## src/rtl/pad_reply_pkg.sv

```systemverilog
package pad_reply_pkg;

    typedef enum logic [2:0] {
        ST_IDLE,
        ST_HEAD,
        ST_ID_BODY,
        ST_VER_BODY,
        ST_FUNC,
        ST_COND,
        ST_FILL
    } reply_state_t;

    localparam logic [7:0] CMD_INFO  = 8'd1;
    localparam logic [7:0] CMD_XINFO = 8'd2;
    localparam logic [7:0] CMD_RESET = 8'd3;
    localparam logic [7:0] CMD_COND  = 8'd9;

    localparam logic [31:0] RSP_INFO  = 32'd5;
    localparam logic [31:0] RSP_XINFO = 32'd6;
    localparam logic [31:0] RSP_DATA  = 32'd8;

    // Identity byte at offset i: fixed header and trailer, offset elsewhere.
    function automatic logic [7:0] id_byte(input int unsigned i);
        logic [7:0] b;
        case (i)
            0:          b = 8'h01;
            1, 2, 3, 7: b = 8'h00;
            4:          b = 8'hFE;
            5:          b = 8'h06;
            6:          b = 8'h0F;
            108:        b = 8'hAE;
            109:        b = 8'h01;
            110:        b = 8'hF4;
            111:        b = 8'h01;
            default:    b = 8'(i);
        endcase
        return b;
    endfunction

    // Version byte at offset j: ascending from 0x40.
    function automatic logic [7:0] ver_byte(input int unsigned j);
        return 8'(32'h40 + j);
    endfunction

endpackage

```

## src/rtl/pad_rom.sv

```systemverilog
module pad_rom
    import pad_reply_pkg::*;
#(
    parameter int IDX_W = 5
) (
    input  logic             sel_ver,
    input  logic [IDX_W-1:0] idx,
    output logic [31:0]      word
);
    localparam int BYTES_PER_WORD = 4;

    for (genvar b = 0; b < BYTES_PER_WORD; b++) begin : g_byte
        always_comb begin
            if (sel_ver)
                word[8*b +: 8] = ver_byte(32'(idx) * BYTES_PER_WORD + b);
            else
                word[8*b +: 8] = id_byte(32'(idx) * BYTES_PER_WORD + b);
        end
    end

endmodule

```

## src/rtl/pad_cond_pack.sv

```systemverilog
module pad_cond_pack #(
    parameter int PORT_W = 2,
    parameter int BTN_W  = 16
) (
    input  logic [(1<<PORT_W)*BTN_W-1:0] btn_in,
    input  logic [PORT_W-1:0]            port,
    output logic [31:0]                  cond_word
);
    localparam int HALF = BTN_W / 2;

    logic [BTN_W-1:0] sel;
    logic [HALF-1:0]  hi_byte;
    logic [HALF-1:0]  lo_byte;

    always_comb begin
        sel       = btn_in[32'(port) * BTN_W +: BTN_W];
        hi_byte   = sel[BTN_W-1:HALF];
        lo_byte   = sel[HALF-1:0];
        cond_word = {{(32-BTN_W){1'b1}}, hi_byte, lo_byte};
    end

endmodule

```

## src/rtl/pad_reply_engine.sv

```systemverilog
module pad_reply_engine
    import pad_reply_pkg::*;
#(
    parameter int          ID_WORDS  = 28,
    parameter int          VER_WORDS = 20,
    parameter int          PORT_W    = 2,
    parameter int          BTN_W     = 16,
    parameter logic [31:0] FUNC_WORD = 32'h0100_0000
) (
    input  logic                          clk,
    input  logic                          rst_n,
    input  logic                          cmd_valid,
    output logic                          cmd_ready,
    input  logic [7:0]                    cmd_code,
    input  logic [PORT_W-1:0]             cmd_port,
    output logic                          cmd_unknown,
    output logic                          out_valid,
    input  logic                          out_ready,
    output logic [31:0]                   out_data,
    output logic                          out_last,
    input  logic [(1<<PORT_W)*BTN_W-1:0]  btn_in
);
    localparam int MAX_WORDS = (ID_WORDS > VER_WORDS) ? ID_WORDS : VER_WORDS;
    localparam int IDX_W     = $clog2(MAX_WORDS);
    localparam logic [IDX_W-1:0] ID_LAST  = IDX_W'(ID_WORDS - 1);
    localparam logic [IDX_W-1:0] VER_LAST = IDX_W'(VER_WORDS - 1);

    reply_state_t      state, state_nxt;
    logic [IDX_W-1:0]  idx, idx_nxt;
    logic [7:0]        cmd_q;
    logic [PORT_W-1:0] port_q;
    logic [31:0]       cond_q;
    logic [31:0]       rom_word;
    logic [31:0]       cond_word;
    logic              cmd_hs, out_hs, code_streams, code_known;

    pad_rom #(.IDX_W(IDX_W)) u_rom (
        .sel_ver (state == ST_VER_BODY),
        .idx     (idx),
        .word    (rom_word)
    );

    pad_cond_pack #(.PORT_W(PORT_W), .BTN_W(BTN_W)) u_cond (
        .btn_in    (btn_in),
        .port      (port_q),
        .cond_word (cond_word)
    );

    assign cmd_hs = cmd_valid && cmd_ready;
    assign out_hs = out_valid && out_ready;
    assign code_streams = (cmd_code == CMD_INFO) || (cmd_code == CMD_XINFO)
                       || (cmd_code == CMD_COND);
    assign code_known   = code_streams || (cmd_code == CMD_RESET);

    // State register
    always_ff @(posedge clk) begin
        if (!rst_n) begin
            state  <= ST_IDLE;
            idx    <= '0;
            cmd_q  <= '0;
            port_q <= '0;
            cond_q <= '0;
        end else begin
            state <= state_nxt;
            idx   <= idx_nxt;
            if (cmd_hs) begin
                cmd_q  <= cmd_code;
                port_q <= cmd_port;
            end
            if (state == ST_FUNC && out_hs)
                cond_q <= cond_word;
        end
    end

    // Next-state logic
    always_comb begin
        state_nxt = state;
        idx_nxt   = idx;
        unique case (state)
            ST_IDLE: begin
                if (cmd_hs && code_streams)
                    state_nxt = ST_HEAD;
            end
            ST_HEAD: begin
                if (out_hs) begin
                    idx_nxt   = '0;
                    state_nxt = (cmd_q == CMD_COND) ? ST_FUNC : ST_ID_BODY;
                end
            end
            ST_ID_BODY: begin
                if (out_hs) begin
                    if (idx == ID_LAST) begin
                        idx_nxt   = '0;
                        state_nxt = (cmd_q == CMD_XINFO) ? ST_VER_BODY : ST_IDLE;
                    end else begin
                        idx_nxt = idx + 1'b1;
                    end
                end
            end
            ST_VER_BODY: begin
                if (out_hs) begin
                    if (idx == VER_LAST) begin
                        idx_nxt   = '0;
                        state_nxt = ST_IDLE;
                    end else begin
                        idx_nxt = idx + 1'b1;
                    end
                end
            end
            ST_FUNC: if (out_hs) state_nxt = ST_COND;
            ST_COND: if (out_hs) state_nxt = ST_FILL;
            ST_FILL: if (out_hs) state_nxt = ST_IDLE;
            default: state_nxt = ST_IDLE;
        endcase
    end

    // Outputs
    always_comb begin
        cmd_ready   = (state == ST_IDLE);
        cmd_unknown = cmd_hs && !code_known;
        out_valid   = (state != ST_IDLE);
        out_data    = '0;
        out_last    = 1'b0;
        unique case (state)
            ST_IDLE: out_data = '0;
            ST_HEAD: begin
                if (cmd_q == CMD_INFO)       out_data = RSP_INFO;
                else if (cmd_q == CMD_XINFO) out_data = RSP_XINFO;
                else                         out_data = RSP_DATA;
            end
            ST_ID_BODY: begin
                out_data = rom_word;
                out_last = (idx == ID_LAST) && (cmd_q != CMD_XINFO);
            end
            ST_VER_BODY: begin
                out_data = rom_word;
                out_last = (idx == VER_LAST);
            end
            ST_FUNC: out_data = FUNC_WORD;
            ST_COND: out_data = cond_q;
            ST_FILL: begin
                out_data = '1;
                out_last = 1'b1;
            end
            default: out_data = '0;
        endcase
    end


    reset_idle_chk: assert property (@(posedge clk)
        $past(!rst_n) |-> (cmd_ready && !out_valid));


    stall_hold_chk: assert property (@(posedge clk) disable iff (!rst_n)
        (out_valid && !out_ready) |=> (out_valid && $stable(out_data) && $stable(out_last)));


    ready_after_last_chk: assert property (@(posedge clk) disable iff (!rst_n)
        (out_valid && out_ready && out_last) |=> (cmd_ready && !out_valid));


    cond_head_chk: assert property (@(posedge clk) disable iff (!rst_n)
        (cmd_valid && cmd_ready && cmd_code == CMD_COND) |=> (out_valid && out_data == RSP_DATA));


    reset_cmd_silent_chk: assert property (@(posedge clk) disable iff (!rst_n)
        (cmd_valid && cmd_ready && cmd_code == CMD_RESET) |=> (cmd_ready && !out_valid));


    unknown_on_hs_chk: assert property (@(posedge clk) disable iff (!rst_n)
        cmd_unknown |-> (cmd_valid && cmd_ready));


    cond_fill_chk: assert property (@(posedge clk) disable iff (!rst_n)
        (state == ST_COND) |-> (out_data[31:16] == 16'hFFFF));

endmodule

```

## config.mk

```make
export PLATFORM = sky130hd
export DESIGN_NAME = pad_reply_engine
export DESIGN_NICKNAME = d
export VERILOG_FILES = /design/src/rtl/pad_reply_pkg.sv /design/src/rtl/pad_rom.sv /design/src/rtl/pad_cond_pack.sv /design/src/rtl/pad_reply_engine.sv
export SDC_FILE = /design/constraint.sdc
export NUM_CORES = 1
export LEC_CHECK = 0
export CAP_MARGIN = 15
export CORE_MARGIN = 1.5
export CORE_UTILIZATION = 55
export CTS_CLUSTER_DIAMETER = 40
export DETAILED_ROUTE_END_ITERATION = 8
export DONT_BUFFER_PORTS = 1
export MAX_ROUTING_LAYER = met4
export PLACE_DENSITY = 0.71
export SLEW_MARGIN = 20
export SYNTH_ARGS = -nofsm -noshare
export SYNTH_HDL_FRONTEND = slang
export SYNTH_SLANG_ARGS = --single-unit
```

## constraint.sdc

```tcl
create_clock -name clk -period 3.5 [get_ports clk]
set_input_delay 0.7 -clock clk [delete_from_list [all_inputs] [get_ports clk]]
set_output_delay 0.7 -clock clk [all_outputs]
set_load 0.01 [all_outputs]
```

==> out/qor.yml <==
rows: 24
grtUsageTotal_pct: 27.3
violations: "design-rule violations"
synth-xor-area-share_pct: 0.673
synthCells: 329
syn_avg_cell_area_um2: 7.91
path_clk_slew_ns: 0.08
maxCapViolations: 0
period_needed_ns: 3.15
powerDensity_nw_per_um2: 358
instances_no_fill: 368
pre_cts_slack_ns: 0.769
synth_compound_area_share_pct: 26.2
final.setup_skew_ns: 0.00893
synthSimpleGateAreaFrac_pct: 23.7
setup-tns-final_ns: 0
synth_edf_count: 0
wl_um: 6580
ff2ff_path_depth: 5
num-fill-cells: 407
floorplan.initialDensity_pct: 58.6
synth_mux_area_share_pct: 15.8
via_per_inst: 6.47
cts_max_path_buffers: 2
total_power_uw: 975
min_from: "cmd_q[2]"
dp.cells: 360
hold_end: "cmd_q[2]"
nets: 396
gp_congestion: 0.989
synthFlopType: "dfxtp_1"
drtIter0Drc: 142
fmax_mhz: 317
antenna_cells: 0
wire_per_inst_um: 17.9
r2r-end: "state[0]"
die_width_um: 71.8
worst-setup-path-type: "reg2out"
critPathLaunchType: "flop"
postRouteAntennaNets: 0
cp.arrival_ns: 2.45
clock_sinks: 35
power.internal_uw: 713
htreeDepth: 2
design.portCount: 114
vias: 2381
design.die.area_um2: 5150
die_h_um: 71.8
syn-num-nets: 410
synth_top_family_by_area: "compound AO/OA/AOI/OAI gates"
slew-limit-headroom_pct: 38.0
setup_viol: 0
p_clk_share_pct: 41.2
final.setup.worst_slack_ns: 0.348
synth_area_um2: 2600
netSwitchingFraction_pct: 26.8
cts_setup_buffers: 0
grt_setup_unrepaired: "false"
finalHoldViolCount: 0
seq_power_share_pct: 43.3
seq_area_um2: 702
core_area_um2: 4440
clk_latency_ns: 0.30
p_sw_uw: 261
power.leakage_uw: 0.000931
synth_fa_ha_area_share_pct: 1.44
grt_max_degree: 36
cts_tree: "done"
path_max_fanout: 5
synth_warnings: 0
dr.pass1.iters: 6
yosysUniqueCellTypes: 55
r2r-start: "state[2]"
grt-ovfl-total: 0
whs_ns: 0.468
end_kind: "output port"
cts_root_buf: "clkbuf_8"
grt_pass1_vias: 2166
holdPathStages: 2
portBuffers: 0
areaGrowthSynthToFinish_pct: 4.71
slew_violations: 0
antenna_found_initial: 0
drive_gt1_share_pct: 12.7
reg2reg_slack_ns: 1.31
multi_input_area_um2: 1770
period_share_pct: 90.1
grt_pass1_wl_um: 10600
async_flop_share_pct: 0
synth_seq_cells: 35
status: "finished, violations left"
worstHoldPathType: "reg2reg"
dpl.hpwl_um: 4960
worst_ep_required_time_ns: 2.80
cts_hold_repair.buffers: 0
numCtsBuffers: 5
comb_power_share_pct: 15.5
vdd.ir_drop.worst_mv: 0.208
cts_resized: 0
drcViolationCount: 4
ys_seq_area_share_pct: 26.9
tightest_slew_ns: 0.918
[cell usage in the layout, fill, tap and decap left out, types with 4 or more instances in the layout]
cell type,netlist,routed
nand3_1,8,8
a21oi_1,17,17
mux4_2,16,16
mux2i_1,4,4
o22ai_1,6,6
inv_1,6,6
and3_1,4,4
nor3_1,5,5
o211ai_1,5,5
buf_4,1,6
nor2_1,12,12
nand2_1,75,75
nor2b_1,9,9
clkbuf_8,0,6
a21boi_0,26,26
o21ai_0,24,24
dfxtp_1,35,34
and2_1,4,4
[sequential cells by signal, summed over array words and instances (netlist names)]
register and flops:
idx 5, state 3, port_q 2, cond_q 17, cmd_q 8
[power by group through the flow]
stage	sequential [µW]	combinational (µW)	clock, µW
2_1_floorplan	422	138	0
3_3_place_gp	431	150	0
3_5_place_dp	432	151	0
4_1_cts	422	151	407
5_1_grt	425	166	426
6_report	422	151	401
[area by class of cell]
type | count | share of cell area (%)
clock inverters | 2 | 1.42
multi-input cells | 260 | 64.8
repair buffers | 6 | 1.65
clock buffers | 6 | 3.03
flip-flops and latches | 35 | 25.8
inverters | 7 | 0.964
well taps | 52 | 2.39
[layer usage]
metal	vias to the layer above	share of wire [%]	GRT usage, %
li1	1164	-	-
met1	1084	43	36.1
met2	122	46	40.6
met3	11	9.0	6.75
met4	0	1.7	9.64
met5	-	0	-
[metrics by stage]
stage	utilization (%)	instance area, µm²
floorplan	-	2600
global placement	58.6	2600
detailed placement	58.6	2600
CTS	61.3	2720
global route	61.3	2730
finish	61.3	2730
[worst max-delay path, cell delays in order (launching register included)]
cell and delay (ns):
dfxtp_1 0.35, inv_1 0.16, ha_1 0.23, or4b_2 0.63, o311ai_0 0.79
[how the worst max path moves through the flow]
stage | startpoint | end | slack, ns | cells past startpoint
floorplan | idx[1] | out_data[19] | 0.91 | 7
global placement | idx[1] | out_data[0] | 0.79 | 4
detailed placement | idx[1] | out_data[0] | 0.77 | 4
CTS | idx[1] | out_data[0] | 0.42 | 4
global route | idx[1] | out_data[0] | 0.31 | 4
finish | idx[1] | out_data[0] | 0.35 | 4
[cell families after synthesis]
kind of cell,count (synthesis)
adders and majority gates,3
AOI/OAI and AO/OA,102
buffers and inverters,34
xor gates and xnor gates,2
and+or+nand+nor,132
DFF,35
muxes,21
[synth_stat cells (2+ instances only)]
| master | instances | area share (%) |
|---|---|---|
| ha_1 | 3 | 1.4 |
| nor2_1 | 12 | 1.7 |
| nor3_1 | 5 | 0.96 |
| dfxtp_1 | 35 | 27 |
| clkbuf_1 | 20 | 2.9 |
| buf_2 | 4 | 0.77 |
| o221ai_1 | 2 | 0.67 |
| o21ai_0 | 24 | 4.6 |
| and2_1 | 4 | 0.96 |
| mux2i_1 | 4 | 1.5 |
| buf_1 | 2 | 0.29 |
| o31ai_1 | 2 | 0.58 |
| a21boi_0 | 26 | 7.5 |
| a21oi_1 | 17 | 3.3 |
| a31oi_1 | 3 | 0.72 |
| nand2_1 | 75 | 11 |
| inv_1 | 6 | 0.87 |
| a32oi_1 | 2 | 0.67 |
| a21o_1 | 2 | 0.58 |
| mux4_2 | 16 | 14 |
| and3_1 | 4 | 0.96 |
| nand4_1 | 2 | 0.48 |
| nand3_1 | 8 | 1.5 |
| o211ai_1 | 5 | 1.4 |
| nor2b_1 | 9 | 2.2 |
| o22ai_1 | 6 | 1.4 |
| nand2b_1 | 2 | 0.48 |
| or3b_2 | 2 | 0.67 |
Power figures use the tool's default switching activity.
